--- src/rtl/timer_pair_pkg.sv ---
package timer_pair_pkg;

  typedef enum logic [1:0] {
    EV_LEVEL = 2'd0,
    EV_RISE  = 2'd1,
    EV_FALL  = 2'd2,
    EV_BOTH  = 2'd3
  } ev_sel_e;

  // control register bits 9:1, bit 0 is the running flag
  typedef struct packed {
    logic    src_ext;
    logic    sync_en;
    ev_sel_e ev_sel;
    logic    inv;
    logic    chain;
    logic    one_shot;
    logic    cnt_mode;
    logic    up;
  } ctl_t;

  localparam int unsigned CTL_W = $bits(ctl_t);

  localparam int unsigned ADR_CTL = 0;
  localparam int unsigned ADR_RUN = 2;
  localparam int unsigned ADR_RLD = 4;
  localparam int unsigned ADR_CNT = 6;
  localparam int unsigned ADR_IEN = 8;
  localparam int unsigned ADR_IST = 9;

  localparam int unsigned CMD_START = 0;
  localparam int unsigned CMD_STOP  = 1;
  localparam int unsigned CMD_LOAD  = 2;

endpackage

--- src/rtl/timer_pair_evt.sv ---
module timer_pair_evt
  import timer_pair_pkg::*;
#(
  parameter int unsigned SYNC_STAGES = 2
) (
  input  logic    clk_i,
  input  logic    rst_ni,
  input  logic    pin_i,
  input  logic    inv_i,
  input  logic    sync_en_i,
  input  ev_sel_e sel_i,
  output logic    ev_o,
  output logic    rise_o
);

  logic                   raw;
  logic                   cur;
  logic                   prev_q;
  logic                   fall;
  logic [SYNC_STAGES-1:0] sync_q;

  assign raw = pin_i ^ inv_i;
  assign cur = sync_en_i ? sync_q[SYNC_STAGES-1] : raw;

  always_ff @(posedge clk_i or negedge rst_ni) begin
    if (!rst_ni) begin
      sync_q <= '0;
      prev_q <= 1'b0;
    end else begin
      sync_q <= {sync_q[SYNC_STAGES-2:0], raw};
      prev_q <= cur;
    end
  end

  assign rise_o = cur & ~prev_q;
  assign fall   = ~cur & prev_q;

  always_comb begin
    unique case (sel_i)
      EV_LEVEL: ev_o = cur;
      EV_RISE:  ev_o = rise_o;
      EV_FALL:  ev_o = fall;
      default:  ev_o = rise_o | fall;
    endcase
  end

  AST_RISE_SINGLE: assert property (@(posedge clk_i) disable iff (!rst_ni)
    rise_o |=> !rise_o);

endmodule

--- src/rtl/timer_pair_cnt.sv ---
module timer_pair_cnt #(
  parameter int unsigned W = 16
) (
  input  logic         clk_i,
  input  logic         rst_ni,
  input  logic         load_i,
  input  logic         step_i,
  input  logic         up_i,
  input  logic [W-1:0] ld_val_i,
  output logic [W-1:0] cnt_o,
  output logic         end_o
);

  logic [W-1:0] cnt_q;

  always_ff @(posedge clk_i or negedge rst_ni) begin
    if (!rst_ni)     cnt_q <= '0;
    else if (load_i) cnt_q <= ld_val_i;
    else if (step_i) cnt_q <= up_i ? cnt_q + W'(1) : cnt_q - W'(1);
  end

  assign cnt_o = cnt_q;
  assign end_o = up_i ? &cnt_q : ~|cnt_q;

endmodule

--- src/rtl/timer_pair.sv ---
module timer_pair
  import timer_pair_pkg::*;
#(
  parameter int unsigned CNT_W       = 16,
  parameter int unsigned ADDR_W      = 4,
  parameter int unsigned DATA_W      = 32,
  parameter int unsigned SYNC_STAGES = 2
) (
  input  logic              clk_i,
  input  logic              rst_ni,
  input  logic              wr_i,
  input  logic [ADDR_W-1:0] addr_i,
  input  logic [DATA_W-1:0] wdata_i,
  output logic [DATA_W-1:0] rdata_o,
  input  logic [1:0]        ext_i,
  output logic [1:0]        irq_o
);

  localparam int unsigned N_CH = 2;

  ctl_t             ctl_q   [N_CH];
  ctl_t             ctl_nv  [N_CH];
  logic [CNT_W-1:0] rld_q   [N_CH];
  logic [N_CH-1:0]  run_q, ien_q, pend_q;

  logic [N_CH-1:0][CNT_W-1:0] cnt;
  logic [N_CH-1:0]  at_end, ev_in, rise_in, tick, step, load, wrap, up_eff;
  logic [N_CH-1:0]  wr_ctl, wr_rld, run_wr, start, stop, start_ld, pend_clr;
  logic             wr_ien, wr_ist, chain;
  logic             unused_wdata;

  assign unused_wdata = ^wdata_i;
  assign chain        = ctl_q[0].chain;

  // bus decode and command strobes
  always_comb begin
    for (int c = 0; c < N_CH; c++) begin
      wr_ctl[c] = wr_i && (addr_i == ADDR_W'(ADR_CTL + c));
      wr_rld[c] = wr_i && (addr_i == ADDR_W'(ADR_RLD + c));
      run_wr[c] = wr_i && (addr_i == ADDR_W'(ADR_RUN + c));
      ctl_nv[c] = ctl_t'(wdata_i[CTL_W:1]);
      if (c != 0) ctl_nv[c].chain = 1'b0;
    end
    if (chain) run_wr[1] = 1'b0;
    for (int c = 0; c < N_CH; c++) begin
      stop[c]     = run_wr[c] & wdata_i[CMD_STOP];
      start[c]    = run_wr[c] & wdata_i[CMD_START] & ~wdata_i[CMD_STOP];
      start_ld[c] = start[c] & wdata_i[CMD_LOAD];
    end
    wr_ien   = wr_i && (addr_i == ADDR_W'(ADR_IEN));
    wr_ist   = wr_i && (addr_i == ADDR_W'(ADR_IST));
    pend_clr = wr_ist ? wdata_i[N_CH-1:0] : '0;
  end

  // per-channel input conditioning and counters
  for (genvar c = 0; c < N_CH; c++) begin : g_ch
    timer_pair_evt #(
      .SYNC_STAGES(SYNC_STAGES)
    ) i_evt (
      .clk_i     (clk_i),
      .rst_ni    (rst_ni),
      .pin_i     (ext_i[c]),
      .inv_i     (ctl_q[c].inv),
      .sync_en_i (ctl_q[c].sync_en),
      .sel_i     (ctl_q[c].ev_sel),
      .ev_o      (ev_in[c]),
      .rise_o    (rise_in[c])
    );

    timer_pair_cnt #(
      .W(CNT_W)
    ) i_cnt (
      .clk_i    (clk_i),
      .rst_ni   (rst_ni),
      .load_i   (load[c]),
      .step_i   (step[c]),
      .up_i     (up_eff[c]),
      .ld_val_i (rld_q[c]),
      .cnt_o    (cnt[c]),
      .end_o    (at_end[c])
    );
  end

  // step sources, cascade routing and wrap detection
  always_comb begin
    for (int c = 0; c < N_CH; c++) begin
      tick[c] = ctl_q[c].cnt_mode ? ev_in[c] : (ctl_q[c].src_ext ? rise_in[c] : 1'b1);
    end
    up_eff[0] = ctl_q[0].up;
    step[0]   = run_q[0] & tick[0];
    if (chain) begin
      up_eff[1] = ctl_q[0].up;
      step[1]   = step[0] & at_end[0];
      wrap[0]   = step[0] & at_end[0] & at_end[1];
      wrap[1]   = 1'b0;
      load[1]   = start_ld[0] | wrap[0];
    end else begin
      up_eff[1] = ctl_q[1].up;
      step[1]   = run_q[1] & tick[1];
      wrap[0]   = step[0] & at_end[0];
      wrap[1]   = step[1] & at_end[1];
      load[1]   = start_ld[1] | wrap[1];
    end
    load[0] = start_ld[0] | wrap[0];
  end

  always_ff @(posedge clk_i or negedge rst_ni) begin
    if (!rst_ni) begin
      for (int c = 0; c < N_CH; c++) begin
        ctl_q[c] <= '0;
        rld_q[c] <= '0;
      end
      run_q  <= '0;
      ien_q  <= '0;
      pend_q <= '0;
    end else begin
      for (int c = 0; c < N_CH; c++) begin
        if (wr_ctl[c]) ctl_q[c] <= ctl_nv[c];
        if (wr_rld[c]) rld_q[c] <= wdata_i[CNT_W-1:0];
        if (stop[c])                               run_q[c] <= 1'b0;
        else if (start[c])                         run_q[c] <= 1'b1;
        else if (wrap[c] && ctl_q[c].one_shot)     run_q[c] <= 1'b0;
      end
      if (wr_ien) ien_q <= wdata_i[N_CH-1:0];
      pend_q <= (pend_q & ~pend_clr) | wrap;
    end
  end

  always_comb begin
    rdata_o = '0;
    for (int c = 0; c < N_CH; c++) begin
      if (addr_i == ADDR_W'(ADR_CTL + c)) rdata_o[CTL_W:0]   = {ctl_q[c], run_q[c]};
      if (addr_i == ADDR_W'(ADR_RLD + c)) rdata_o[CNT_W-1:0] = rld_q[c];
      if (addr_i == ADDR_W'(ADR_CNT + c)) rdata_o[CNT_W-1:0] = cnt[c];
    end
    if (addr_i == ADDR_W'(ADR_IEN)) rdata_o[N_CH-1:0] = ien_q;
    if (addr_i == ADDR_W'(ADR_IST)) rdata_o[N_CH-1:0] = pend_q;
  end

  assign irq_o = pend_q & ien_q;

  AST_STOP_HOLDS: assert property (@(posedge clk_i) disable iff (!rst_ni)
    (!run_q[0] && !start[0]) |=> $stable(cnt[0]));

  AST_START_LOADS: assert property (@(posedge clk_i) disable iff (!rst_ni)
    start_ld[0] |=> (cnt[0] == $past(rld_q[0])));

  AST_WRAP_AT_END: assert property (@(posedge clk_i) disable iff (!rst_ni)
    $rose(pend_q[0]) |-> $past(run_q[0] && at_end[0]));

  AST_ONE_SHOT_HALT: assert property (@(posedge clk_i) disable iff (!rst_ni)
    (wrap[0] && ctl_q[0].one_shot && !run_wr[0]) |=> !run_q[0]);

  AST_CHAIN_B_QUIET: assert property (@(posedge clk_i) disable iff (!rst_ni)
    (chain && !pend_q[1]) |=> !pend_q[1]);

endmodule

--- config.mk ---
export PLATFORM = sky130hd
export DESIGN_NAME = timer_pair
export DESIGN_NICKNAME = d
export VERILOG_FILES = /design/src/rtl/timer_pair_pkg.sv /design/src/rtl/timer_pair_evt.sv /design/src/rtl/timer_pair_cnt.sv /design/src/rtl/timer_pair.sv
export SDC_FILE = /design/constraint.sdc
export NUM_CORES = 1
export LEC_CHECK = 0
export ABC_CLOCK_PERIOD_IN_PS = 7500
export CAP_MARGIN = 10
export CORE_UTILIZATION = 44
export DETAILED_ROUTE_END_ITERATION = 6
export DONT_BUFFER_PORTS = 1
export SLEW_MARGIN = 20
export SYNTH_ARGS = -nofsm -noshare
export SYNTH_HDL_FRONTEND = slang
export SYNTH_SLANG_ARGS = --single-unit
--- constraint.sdc ---
create_clock -name clk_i -period 7.5 [get_ports clk_i]
set_clock_uncertainty 0.2 [all_clocks]
set_input_delay 0.375 -clock clk_i [delete_from_list [all_inputs] [get_ports clk_i]]
set_output_delay 0.375 -clock clk_i [all_outputs]
set_load 0.03 [all_outputs]
# After elaboration in Yosys (flattened, before gate mapping)
# Cells that the tools add are included.
# word_totals
ff_bits	93
in_bits	41
out_inout_bits	34
elab_cells	136
# op_classes
n_addsub	4
n_eq_ne	13
mux	36
n_bitwise	33
reduce_logical	23
# ops
cell	count
16-bit 2-to-1 mux	10
16-bit by 1-bit adder with 16-bit output (second input constant)	2
16-bit AND reduction	2
16-bit OR reduction	2
16-bit by 1-bit subtractor with 16-bit output (second input constant)	2
10-bit 2-to-1 mux	2
1-bit 2-to-1 mux	18
1-bit bitwise AND	17
4-bit by 3-bit equality test with 1-bit output (second input constant)	4
1-bit logical AND	10
4-bit by 2-bit equality test with 1-bit output (second input constant)	2
4-bit equality test (second input constant)	2
2-bit 2-to-1 mux	4
1-bit case mux with 3 select lines	2
3-bit nonzero test	2
1-bit NOT	5
1-bit OR	5
2-bit bitwise AND	2
2-bit by 1-bit equality test with 1-bit output (second input constant)	2
2-bit equality test (second input constant)	2
4-bit by 1-bit equality test with 1-bit output (second input constant)	1
2-bit logical NOT	2
4-bit logical NOT	1
2-bit nonzero test	2
other kinds (4)	6

# Logic depth before layout (Yosys ltp)
# Gate-level depths: netlist (run 1).
# depth
depth_word	15
depth_mapped	13
ltp_nobuf	12

# Modules after synthesis
# A second synthesis (run 1) with hierarchy kept.
# hier_totals
hier_cells	683
hier_area_um2	6931.6
# by_module_without_submodules
mod	instances	cells_per_inst	area_each_um2	seq_area_each_um2
timer_pair_cnt	2	197	1650.3	400.4
timer_pair	1	257	3285.7	1376.3
timer_pair_evt	2	16	172.7	75.1

# Worst setup path after synthesis (run 1)
# Ideal clock, no wire load.
# synth_path
path_kind	reg-to-reg
startpoint	register ctl_q (netlist bit chain)
endpoint	register g_ch[1].i_cnt.cnt_q[15]
setup_ns	0.082
arrival_time_ns	3.601
required_ns	7.218
slack_ns	3.618
stages_incl_launch_ff	12
path_buffers	1
synth_period_minus_slack_ns	3.882
path_cell_list	dfrtp_1 buf_2 mux2i_1 ha_1 a2111o_1 o21bai_1 a21oi_1 o2111ai_1 a41oi_1 xor2_1 or3_1 a31oi_1
# synth_via
elab_chain_cells	7
elab_cells_between_ends	16
classes_between	8 x mux; 7 x bitwise; 1 x reduce/logical
# synth_lines
element	line_no	text
start, declared	timer_pair.sv:21	ctl_t ctl_q [N_CH];
start signal, assigned by index	timer_pair.sv:118	if (wr_ctl[c]) ctl_q[c] <= ctl_nv[c];
1-bit 2-to-1 mux	timer_pair.sv:44	if (chain) run_wr[1] = 1'b0;
1-bit bitwise AND (2 in a row)	timer_pair.sv:47	start[c] = run_wr[c] & wdata_i[CMD_START] & ~wdata_i[CMD_STOP];
1-bit bitwise AND	timer_pair.sv:48	start_ld[c] = start[c] & wdata_i[CMD_LOAD];
1-bit OR	timer_pair.sv:102	load[1] = start_ld[1] | wrap[1];
1-bit 2-to-1 mux	timer_pair.sv:91	if (chain) begin
16-bit 2-to-1 mux or 2-bit nonzero test (tied branches)	n/a	
end signal, assigned	timer_pair_cnt.sv:18	else if (load_i) cnt_q <= ld_val_i;
end signal, assigned	timer_pair_cnt.sv:19	else if (step_i) cnt_q <= up_i ? cnt_q + W'(1) : cnt_q - W'(1);
end, declared	timer_pair_cnt.sv:14	logic [W-1:0] cnt_q;
# Several ways; a longest one is shown, not always the timed one. The select of a mux whose other input is x is not followed.
# A chain may end at the register's enable or synchronous reset.

# Worst setup path in the final report (run 1)
# layout_path
startpoint	register ctl_q (netlist bit chain)
endpoint	register g_ch[1].i_cnt.cnt_q[14]
# Same word-level chain as after synthesis.

==> results of run 1 <==
[sequential cells by signal, indices dropped and copies added (netlist names)]
signal	count
g_ch.i_evt.prev_q	2
ctl_q	16
rld_q	32
run_q	2
chain	1
g_ch.i_cnt.cnt_o	32
pend_q	2
ien_q	2
g_ch.i_evt.sync_q	4
[power groups by stage]
stage	sequential [mW]	clock (mW)	combinational, mW
finish	0.894	0.443	1.34
global route	0.923	0.474	1.50
CTS	0.894	0.459	1.33
detailed placement	0.902	0	1.29
global placement	0.894	0	1.25
floorplan	0.808	0	1.11
[critical path, cell delays in order (launching register included)]
cell and delay [ns]:
dfrtp_1 0.57, mux2i_1 0.25, buf_4 0.28, ha_1 0.34, a2111o_1 0.41, a31oi_1 0.21
o21ai_0 0.15, a2111oi_0 0.57, o31ai_1 0.16, a21oi_1 0.19, xor2_1 0.15, o21ai_0 0.09
[repair_timing]
action | 4_1_cts | 5_1_grt
setup endpoints to repair | 0 | 0
hold buffers | 20 | 0
resized for setup | 0 | 0
endpoints found under the hold margin | 150 | 0
[Yosys cell counts, types with 10 or more instances]
| cell type | number |
|---|---|
| nor2_1 | 52 |
| and2_1 | 10 |
| buf_4 | 17 |
| o21ai_0 | 22 |
| nand3_1 | 10 |
| nor3_1 | 17 |
| mux2i_1 | 21 |
| ha_1 | 32 |
| nand2_1 | 32 |
| dfrtp_1 | 93 |
| xnor2_1 | 15 |
| o211ai_1 | 14 |
| mux2_2 | 58 |
| inv_1 | 18 |
| clkbuf_1 | 13 |
| xor2_1 | 15 |
| a21oi_1 | 60 |
[cell families after synthesis]
| family | Yosys count | synth area share |
|---|---|---|
| AOI/OAI and AO/OA | 159 | 0.163 |
| xor gates and xnor gates | 30 | 0.0417 |
| adders and majority gates | 34 | 0.0699 |
| buffers and inverters | 60 | 0.0518 |
| DFF | 93 | 0.369 |
| muxes | 90 | 0.170 |
| other | 1 | 0.000595 |
| and+or+nand+nor | 171 | 0.134 |
[routing by layer]
metal	wire length (µm)	vias to the layer above
met5	0	-
met4	257	0
met3	965	18
met2	7550	131
met1	7270	2437
li1	-	2346
[final cells by class]
| class | instances | area, µm² | share of cell area |
|---|---|---|---|
| Multi-Input combinational cell | 500 | 3720 | 0.540 |
| Timing Repair Buffer | 27 | 270 | 0.0392 |
| Sequential cell | 93 | 2330 | 0.337 |
| Clock inverter | 5 | 41.3 | 0.00598 |
| Tap cell | 180 | 225 | 0.0326 |
| Clock buffer | 11 | 243 | 0.0352 |
| Inverter | 18 | 67.6 | 0.00979 |
| Antenna cell | 1 | 2.50 | 0.000363 |
[worst min path at each step]
stage                                   end       start  slack [ns]  depth (start not counted)
floorplan                             chain      rst_ni       -0.12                          0
global placement                  rld_q[26]      rst_ni       -0.12                          0
detailed placement  g_ch[0].i_cnt.cnt_o[12]      rst_ni       -0.12                          0
CTS                                run_q[1]  wdata_i[0]       0.008                          2
global route                       run_q[1]  wdata_i[0]        0.02                          2
finish                             run_q[1]  wdata_i[0]        0.02                          2
==> flow_metrics.env, run 1 <==
export IMPL_rr_worst_depth=11
export IMPL_yosys_top_cells_area="dfrtp_1 37%, mux2_2 10%, ha_1 6.4%"
export IMPL_cts_buffers=9
export IMPL_final_common_cell="dfrtp_1"
export IMPL_hpwlAfterDp_mm=11.4
export IMPL_place_gp_congestion=0.848
export IMPL_grt_pass1_wl_mm=26.0
export IMPL_busiest_layer="met2"
export IMPL_worst_ep_required_time_ns=7.53
export IMPL_post_route_min_period_ns=3.72
export IMPL_p_per_area_nw_per_um2=388
export IMPL_htreeDepth=3
export IMPL_dpl_worst_slack_ns=3.84
export IMPL_drive_gt1_frac=0.161
export IMPL_worst_slack_ns=3.78
export IMPL_vdd_ir_drop_max_mv=0.193
export IMPL_final_util=0.495
export IMPL_design_area_um2=6900
export IMPL_fin_cells=835
export IMPL_cts_sinks=93
export IMPL_fmax_ghz=0.269
export IMPL_die_area_um2=14800
export IMPL_clock_path_buffers=2
export IMPL_worstHoldPathType="input pin to flip-flop"
export IMPL_max_slew_margin=0.303
export IMPL_grt_setup_unrepaired="false"
export IMPL_yosysWarningCount=0
export IMPL_die_h_um=122
export IMPL_place_area_um2=6400
export IMPL_root_buffer="clkbuf_16"
export IMPL_portBuffers=0
export IMPL_crit_end="g_ch[1].i_cnt.cnt_o[14]"
export IMPL_ys_seq_elements=93
export IMPL_swShare=0.426
export IMPL_placed_cells=798
export IMPL_setup_violations_final=0
export IMPL_drt_wl_total_mm=16.0
export IMPL_area_delta_synth_final_pct=9.47
export IMPL_fillers=1268
export IMPL_fin_nets=724
export IMPL_path_max_fanout=17
export IMPL_seq_power_share=0.334
export IMPL_synth_edf_count=0
export IMPL_maxCapViolCount=0
export IMPL_p_total_mw=2.67
export IMPL_coreArea_um2=13900
export IMPL_hold_ws_ns=0.0237
export IMPL_ys_seq_area_frac=0.369
export IMPL_initial_utilization=0.452
export IMPL_startpoint_type="flip-flop"
export IMPL_crit_path_end_kind="flip-flop"
export IMPL_drv_slew=0
export IMPL_cts_tree="done"
export IMPL_io_pins=75
export IMPL_r2r_start="chain"
export IMPL_r2r_end="g_ch[1].i_cnt.cnt_o[14]"
export IMPL_power_frac_clock=0.166
export IMPL_finalSetupTns_ns=0
export IMPL_hold_viol=0
export IMPL_period_share=0.496
export IMPL_cellLeakagePower_nw=2.96
export IMPL_vias_per_cell=5.91
export IMPL_clkTransAtPathRegs_ns=0.07
export IMPL_gr_usage_met1=0.307
export IMPL_p_int_mw=1.54
export IMPL_drc=0
export IMPL_grt_use_total=0.232
export IMPL_syn_area_um2=6300
export IMPL_syn_instance_count=638
export IMPL_reg2reg_slack_ns=3.78
export IMPL_syn_avg_cell_area_um2=9.88
export IMPL_dr_pass1_iters=5
export IMPL_ant_nets=0
export IMPL_grt_max_degree=94
export IMPL_grt_pass1_vias=4861
export IMPL_wire_per_inst_um=19.2
export IMPL_tightest_slew_ns=1.04
export IMPL_arrival_ns=3.75
export IMPL_comb_power_share=0.500
export IMPL_grt_antenna_before_repair=1
export IMPL_path_class="flip-flop to flip-flop"
export IMPL_synth_cell_type_count=62
export IMPL_synth_ff_type="dfrtp_1"
export IMPL_mostFrequentLayoutCells="93 x dfrtp_1, 60 x a21oi_1, 58 x mux2_2, 52 x nor2_1"
export IMPL_clk_latency_ns=0.36
export IMPL_synth_largest_area_cell="dfrtp_1"
export IMPL_status="finished, final reports clean"
export IMPL_met3_usage=0.0534
export IMPL_switching_power_mw=1.14
export IMPL_crit_start="chain"
export IMPL_synthArstFlopShare=1.00
export IMPL_grt_ovfl_total=0
export IMPL_post_cts_buffers=0
export IMPL_dr_first_iter_drc_count=305
export IMPL_synth_top_area_share=0.369
export IMPL_met2_usage=0.370
export IMPL_via_count=4932
export IMPL_std_cell_rows=43
export IMPL_die_w_um=122
Note: power is estimated with default switching activity, not from simulation.
==> inputs of run 2 (changes only) <==
--- a/config.mk
+++ b/config.mk
@@ -5,7 +5,7 @@
 export SDC_FILE = /design/constraint.sdc
 export NUM_CORES = 1
 export LEC_CHECK = 0
-export ABC_CLOCK_PERIOD_IN_PS = 7500
+export ABC_CLOCK_PERIOD_IN_PS = 2990
 export CAP_MARGIN = 10
 export CORE_UTILIZATION = 44
 export DETAILED_ROUTE_END_ITERATION = 6
==> constraint.sdc (replaced) <==
create_clock -name clk_i -period 2.99 [get_ports clk_i]
set_clock_uncertainty 0.2 [all_clocks]
set_input_delay 0.1495 -clock clk_i [delete_from_list [all_inputs] [get_ports clk_i]]
set_output_delay 0.1495 -clock clk_i [all_outputs]
set_load 0.03 [all_outputs]
==> flow_metrics.env, run 2 (synthesis gave the netlist of run 1 again) <==
export IMPL_status="finished with violations"
export IMPL_violations="setup timing"
export IMPL_p_per_area_nw_per_um2=974
export IMPL_die_h_um=122
export IMPL_crit_buf_inv=0
export IMPL_drive_gt1_frac=0.243
export IMPL_fillers=1232
export IMPL_final_util=0.543
export IMPL_tightest_slew_ns=0.855
export IMPL_die_w_um=122
export IMPL_crit_start="chain"
export IMPL_mostFrequentLayoutCells="93 x dfrtp_1, 59 x a21oi_1, 58 x mux2_2, 49 x nor2_1, 35 x buf_4"
export IMPL_fin_cells=881
export IMPL_crit_path_end_kind="flip-flop"
export IMPL_grt_use_total=0.238
export IMPL_seq_power_share=0.302
export IMPL_wire_per_inst_um=19.6
export IMPL_arrival_ns=3.10
export IMPL_place_gp_congestion=0.902
export IMPL_path_class="flip-flop to flip-flop"
export IMPL_power_frac_clock=0.162
export IMPL_vias_per_cell=5.90
export IMPL_finalSetupTns_ns=-0.0488
export IMPL_grt_max_degree=94
export IMPL_worst_ep_required_time_ns=3.06
export IMPL_setup_violations_final=2
export IMPL_via_count=5196
export IMPL_drc=0
export IMPL_worst_slack_ns=-0.0397
export IMPL_portBuffers=0
export IMPL_crit_end="g_ch[1].i_cnt.cnt_o[15]"
export IMPL_dpl_worst_slack_ns=-0.105
export IMPL_clock_path_buffers=2
export IMPL_initial_utilization=0.452
export IMPL_drt_wl_total_mm=17.3
export IMPL_grt_ovfl_total=0
export IMPL_cellLeakagePower_nw=3.26
export IMPL_worstHoldPathType="input pin to flip-flop"
export IMPL_drv_slew=0
export IMPL_hold_ws_ns=0.0393
export IMPL_startpoint_type="flip-flop"
export IMPL_period_share=1.01
export IMPL_crit_family="compound AO/OA/AOI/OAI gates"
export IMPL_grt_pass1_wl_mm=26.8
export IMPL_dr_first_iter_drc_count=364
export IMPL_clkTransAtPathRegs_ns=0.07
export IMPL_placed_cells=827
export IMPL_coreArea_um2=13900
export IMPL_hold_viol=0
export IMPL_cts_buffers=9
export IMPL_vdd_ir_drop_max_mv=0.483
export IMPL_grt_antenna_before_repair=1
export IMPL_maxCapViolCount=0
export IMPL_cts_tree="done"
export IMPL_switching_power_mw=3.10
export IMPL_worstSetupPathDepth=10
export IMPL_max_slew_margin=0.427
export IMPL_die_area_um2=14800
export IMPL_p_int_mw=4.26
export IMPL_grt_setup_unrepaired="true"
export IMPL_hpwlAfterDp_mm=12.1
export IMPL_reg2reg_slack_ns=-0.04
export IMPL_io_pins=75
export IMPL_ant_nets=0
export IMPL_path_max_fanout=7
export IMPL_slowest_delay_ns=0.40
export IMPL_cts_sinks=93
export IMPL_final_common_cell="dfrtp_1"
export IMPL_worstPathCellList="mux2i_4 > ha_4 > a2111o_1 > o21bai_4 > a21oi_4 > o2111ai_2 > a41oi_2 > xor2_1 > or3_1 > a31oi_1"
export IMPL_post_route_min_period_ns=3.03
export IMPL_crit_slowest_cell="dfrtp_1"
export IMPL_fin_nets=770
export IMPL_comb_power_share=0.536
export IMPL_r2r_end="g_ch[1].i_cnt.cnt_o[15]"
export IMPL_std_cell_rows=43
export IMPL_dr_pass1_iters=5
export IMPL_htreeDepth=3
export IMPL_area_delta_synth_final_pct=20.0
export IMPL_root_buffer="clkbuf_16"
export IMPL_r2r_start="chain"
export IMPL_clk_latency_ns=0.35
export IMPL_rr_worst_depth=10
export IMPL_fmax_ghz=0.330
export IMPL_grt_pass1_vias=4946
export IMPL_swShare=0.421
## run 2: cell count changes in the layout (fill, tap and decap cells not counted), sizes merged
cell / previous run / this run
buf: 8 / 49
clkinv: 0 / 2
clkinvlp: 2 / 0
dlygate4sd3: 19 / 22
a21oi: 63 / 64
bufinv: 0 / 1
## run 2: repair_timing
item / 4_1_cts / 5_1_grt
gates cloned: 0 / 3
hold endpoints to repair: 152 / 0
setup buffers: 0 / 11
hold buffers: 23 / 0
gates resized for setup: 4 / 35
endpoints found under the setup margin: 18 / 30
pin swaps: 1 / 6
## run 2: how the worst min path moves through the flow
stage | startpoint | to | slack (ns) | cells past startpoint
final | addr_i[3] | run_q[1] | 0.04 | 4
after global routing | addr_i[2] | pend_q[0] | 0.06 | 4
after CTS | addr_i[3] | run_q[1] | 0.02 | 4
after detailed placement | rst_ni | rld_q[28] | -0.34 | 0
after global placement | rst_ni | g_ch[0].i_cnt.cnt_o[12] | -0.34 | 0
after floorplan | rst_ni | chain | -0.35 | 0
## run 2: layout make-up
cell class                 instances  area, µm²  area share
timing repair buffer              72        691      0.0913
multi-input combinational        501       3940       0.521
clock buffer                      10        239      0.0316
sequential                        93       2330       0.308
antenna                            1       2.50    0.000331
inverter                          18       67.6     0.00893
clock inverter                     6       68.8     0.00910
tap                              180        225      0.0298
## run 2: layer usage
metal  vias up  part of all wire  track usage
li1       2437                 -            -
met1      2561              0.47        0.325
met2       173              0.46        0.371
met3        25             0.054       0.0510
met4         0             0.023       0.0826
met5         -                 0            0
## run 2: tightest hold or removal path, stage by stage
cell     delay, ns
nor3b_1       0.07
nand2_1       0.12
nor3_1        0.07
a21oi_1       0.14
## run 2: stage by stage
stage / instance area (µm²) / power [mW]
after global placement: 6680 / 5.69
after CTS: 7260 / 7.14
after detailed placement: 6680 / 5.82
after floorplan: 6420 / 4.93
after global routing: 7560 / 7.93
final: 7560 / 7.37
## run 2: power by group through the flow
stage                     Combinational, mW  Sequential, mW  Clock (mW)
after global routing                   4.36            2.29        1.27
after floorplan                        2.90            2.03           0
after detailed placement               3.58            2.24           0
after global placement                 3.48            2.22           0
after CTS                              3.71            2.22        1.22
final                                  3.95            2.22        1.19
==> inputs of run 3 (changes only) <==
--- a/config.mk
+++ b/config.mk
@@ -10,6 +10,8 @@
 export CORE_UTILIZATION = 44
 export DETAILED_ROUTE_END_ITERATION = 6
 export DONT_BUFFER_PORTS = 1
+export GPL_ROUTABILITY_DRIVEN = 0
+export SKIP_LAST_GASP = 1
 export SLEW_MARGIN = 20
 export SYNTH_ARGS = -nofsm -noshare
 export SYNTH_HDL_FRONTEND = slang
==> flow_metrics.env, run 3 (synthesis gave the netlist of run 1 again) <==
export IMPL_clkTransAtPathRegs_ns=0.07
export IMPL_grt_pass1_wl_mm=26.8
export IMPL_post_route_min_period_ns=3.04
export IMPL_grt_use_total=0.238
export IMPL_drv_slew=0
export IMPL_place_area_um2=6680
export IMPL_cts_sinks=93
export IMPL_maxCapViolCount=0
export IMPL_fillers=1234
export IMPL_reg2reg_slack_ns=-0.05
export IMPL_io_pins=75
export IMPL_grt_max_degree=94
export IMPL_root_buffer="clkbuf_16"
export IMPL_grt_setup_unrepaired="true"
export IMPL_design_area_um2=7550
export IMPL_p_total_mw=7.35
export IMPL_via_count=5179
export IMPL_path_class="flip-flop to flip-flop"
export IMPL_dr_pass1_iters=5
export IMPL_worstHoldPathType="input pin to flip-flop"
export IMPL_cts_buffers=9
export IMPL_crit_end="g_ch[1].i_cnt.cnt_o[15]"
export IMPL_drc=0
export IMPL_area_delta_synth_final_pct=19.7
export IMPL_cts_tree="done"
export IMPL_mostFrequentLayoutCells="93 x dfrtp_1, 59 x a21oi_1, 58 x mux2_2, 51 x nor2_1, 35 x buf_4"
export IMPL_final_common_cell="dfrtp_1"
export IMPL_status="finished with violations"
export IMPL_rr_worst_depth=10
export IMPL_clk_latency_ns=0.35
export IMPL_r2r_start="chain"
export IMPL_grt_antenna_before_repair=1
export IMPL_placed_cells=827
export IMPL_crit_start="chain"
export IMPL_worst_ep_required_time_ns=3.06
export IMPL_die_area_um2=14800
export IMPL_portBuffers=0
export IMPL_std_cell_rows=43
export IMPL_drt_wl_total_mm=17.2
export IMPL_tightest_slew_ns=0.815
export IMPL_ant_nets=0
export IMPL_dr_first_iter_drc_count=419
export IMPL_worst_slack_ns=-0.0477
export IMPL_htreeDepth=3
export IMPL_clock_path_buffers=2
export IMPL_finalSetupTns_ns=-0.0647
export IMPL_hold_viol=0
export IMPL_r2r_end="g_ch[1].i_cnt.cnt_o[15]"
export IMPL_coreArea_um2=13900
export IMPL_wire_per_inst_um=19.5
export IMPL_setup_violations_final=2
export IMPL_fmax_ghz=0.329
export IMPL_fin_nets=770
export IMPL_die_h_um=122
export IMPL_vias_per_cell=5.88
export IMPL_crit_path_end_kind="flip-flop"
export IMPL_drive_gt1_frac=0.237
export IMPL_seqCellArea_um2=2330
export IMPL_cellLeakagePower_nw=3.26
export IMPL_violations="setup timing"
export IMPL_initial_utilization=0.452
export IMPL_path_max_fanout=7
export IMPL_max_slew_margin=0.454
export IMPL_grt_pass1_vias=4945
export IMPL_fin_cells=881
export IMPL_multi_input_area_um2=3930
export IMPL_vdd_ir_drop_max_mv=0.481
export IMPL_dpl_worst_slack_ns=-0.105
export IMPL_final_util=0.542
export IMPL_p_per_area_nw_per_um2=974
export IMPL_arrival_ns=3.11
export IMPL_die_w_um=122
export IMPL_startpoint_type="flip-flop"
export IMPL_grt_ovfl_total=0
export IMPL_hold_ws_ns=0.0461
export IMPL_period_share=1.02
export IMPL_hpwlAfterDp_mm=12.1
==> run 3: changes by cell type in the layout (fill, tap and decap cells not counted) <==
cell | before | now
nor2_1 | 49 | 51
nor2_2 | 3 | 1
a22oi_1 | 8 | 9
a22oi_2 | 1 | 0
o21ai_1 | 3 | 4
o21ai_2 | 1 | 0
or2_2 | 2 | 3
or2_4 | 1 | 0
==> run 3: area by class of cell <==
type	count	area share
Tap cell	180	0.0298
Sequential cell	93	0.308
Multi-Input combinational cell	501	0.520
Antenna cell	1	0.000332
Clock inverter	6	0.00912
Timing Repair Buffer	72	0.0915
Inverter	18	0.00895
Clock buffer	10	0.0317
==> run 3: layer usage <==
| layer | global-route usage | part of all wire | up-vias |
|---|---|---|---|
| met1 | 0.325 | 0.46 | 2557 |
| li1 | - | - | 2436 |
| met4 | 0.0826 | 0.022 | 0 |
| met2 | 0.371 | 0.46 | 162 |
| met3 | 0.0510 | 0.055 | 24 |
| met5 | 0 | 0 | - |
==> run 3: power by group <==
group          switching [mW]  internal, mW  leakage [nW]
registers               0.549          1.68          1.14
clock network           0.504         0.680         0.155
logic                    2.04          1.90          1.97
total                    3.09          4.26          3.26
==> run 3: critical path, stage by stage (launching register included) <==
cell	delay, ns
dfrtp_1	0.41
mux2i_4	0.40
ha_4	0.27
a2111o_1	0.38
o21bai_4	0.20
a21oi_4	0.17
o2111ai_2	0.16
a41oi_2	0.20
xor2_1	0.11
or3_1	0.31
a31oi_1	0.16
==> run 3: worst min-delay path by stage <==
stage	startpoint	endpoint	slack (ns)	cells past startpoint
after global placement	rst_ni	g_ch[0].i_cnt.cnt_o[12]	-0.34	0
after global routing	addr_i[2]	pend_q[0]	0.06	4
final	addr_i[3]	run_q[1]	0.05	4
after floorplan	rst_ni	chain	-0.35	0
after detailed placement	rst_ni	rld_q[28]	-0.34	0
after CTS	addr_i[3]	run_q[1]	0.02	4
==> run 3: timing repair <==
action / in CTS / in global routing
setup endpoints to repair: 18 / 30
gates cloned: 0 / 3
gates resized for setup: 4 / 30
buffers inserted: 0 / 11
pin swaps: 1 / 5
endpoints found under the hold margin: 152 / 0
hold buffers: 23 / 0
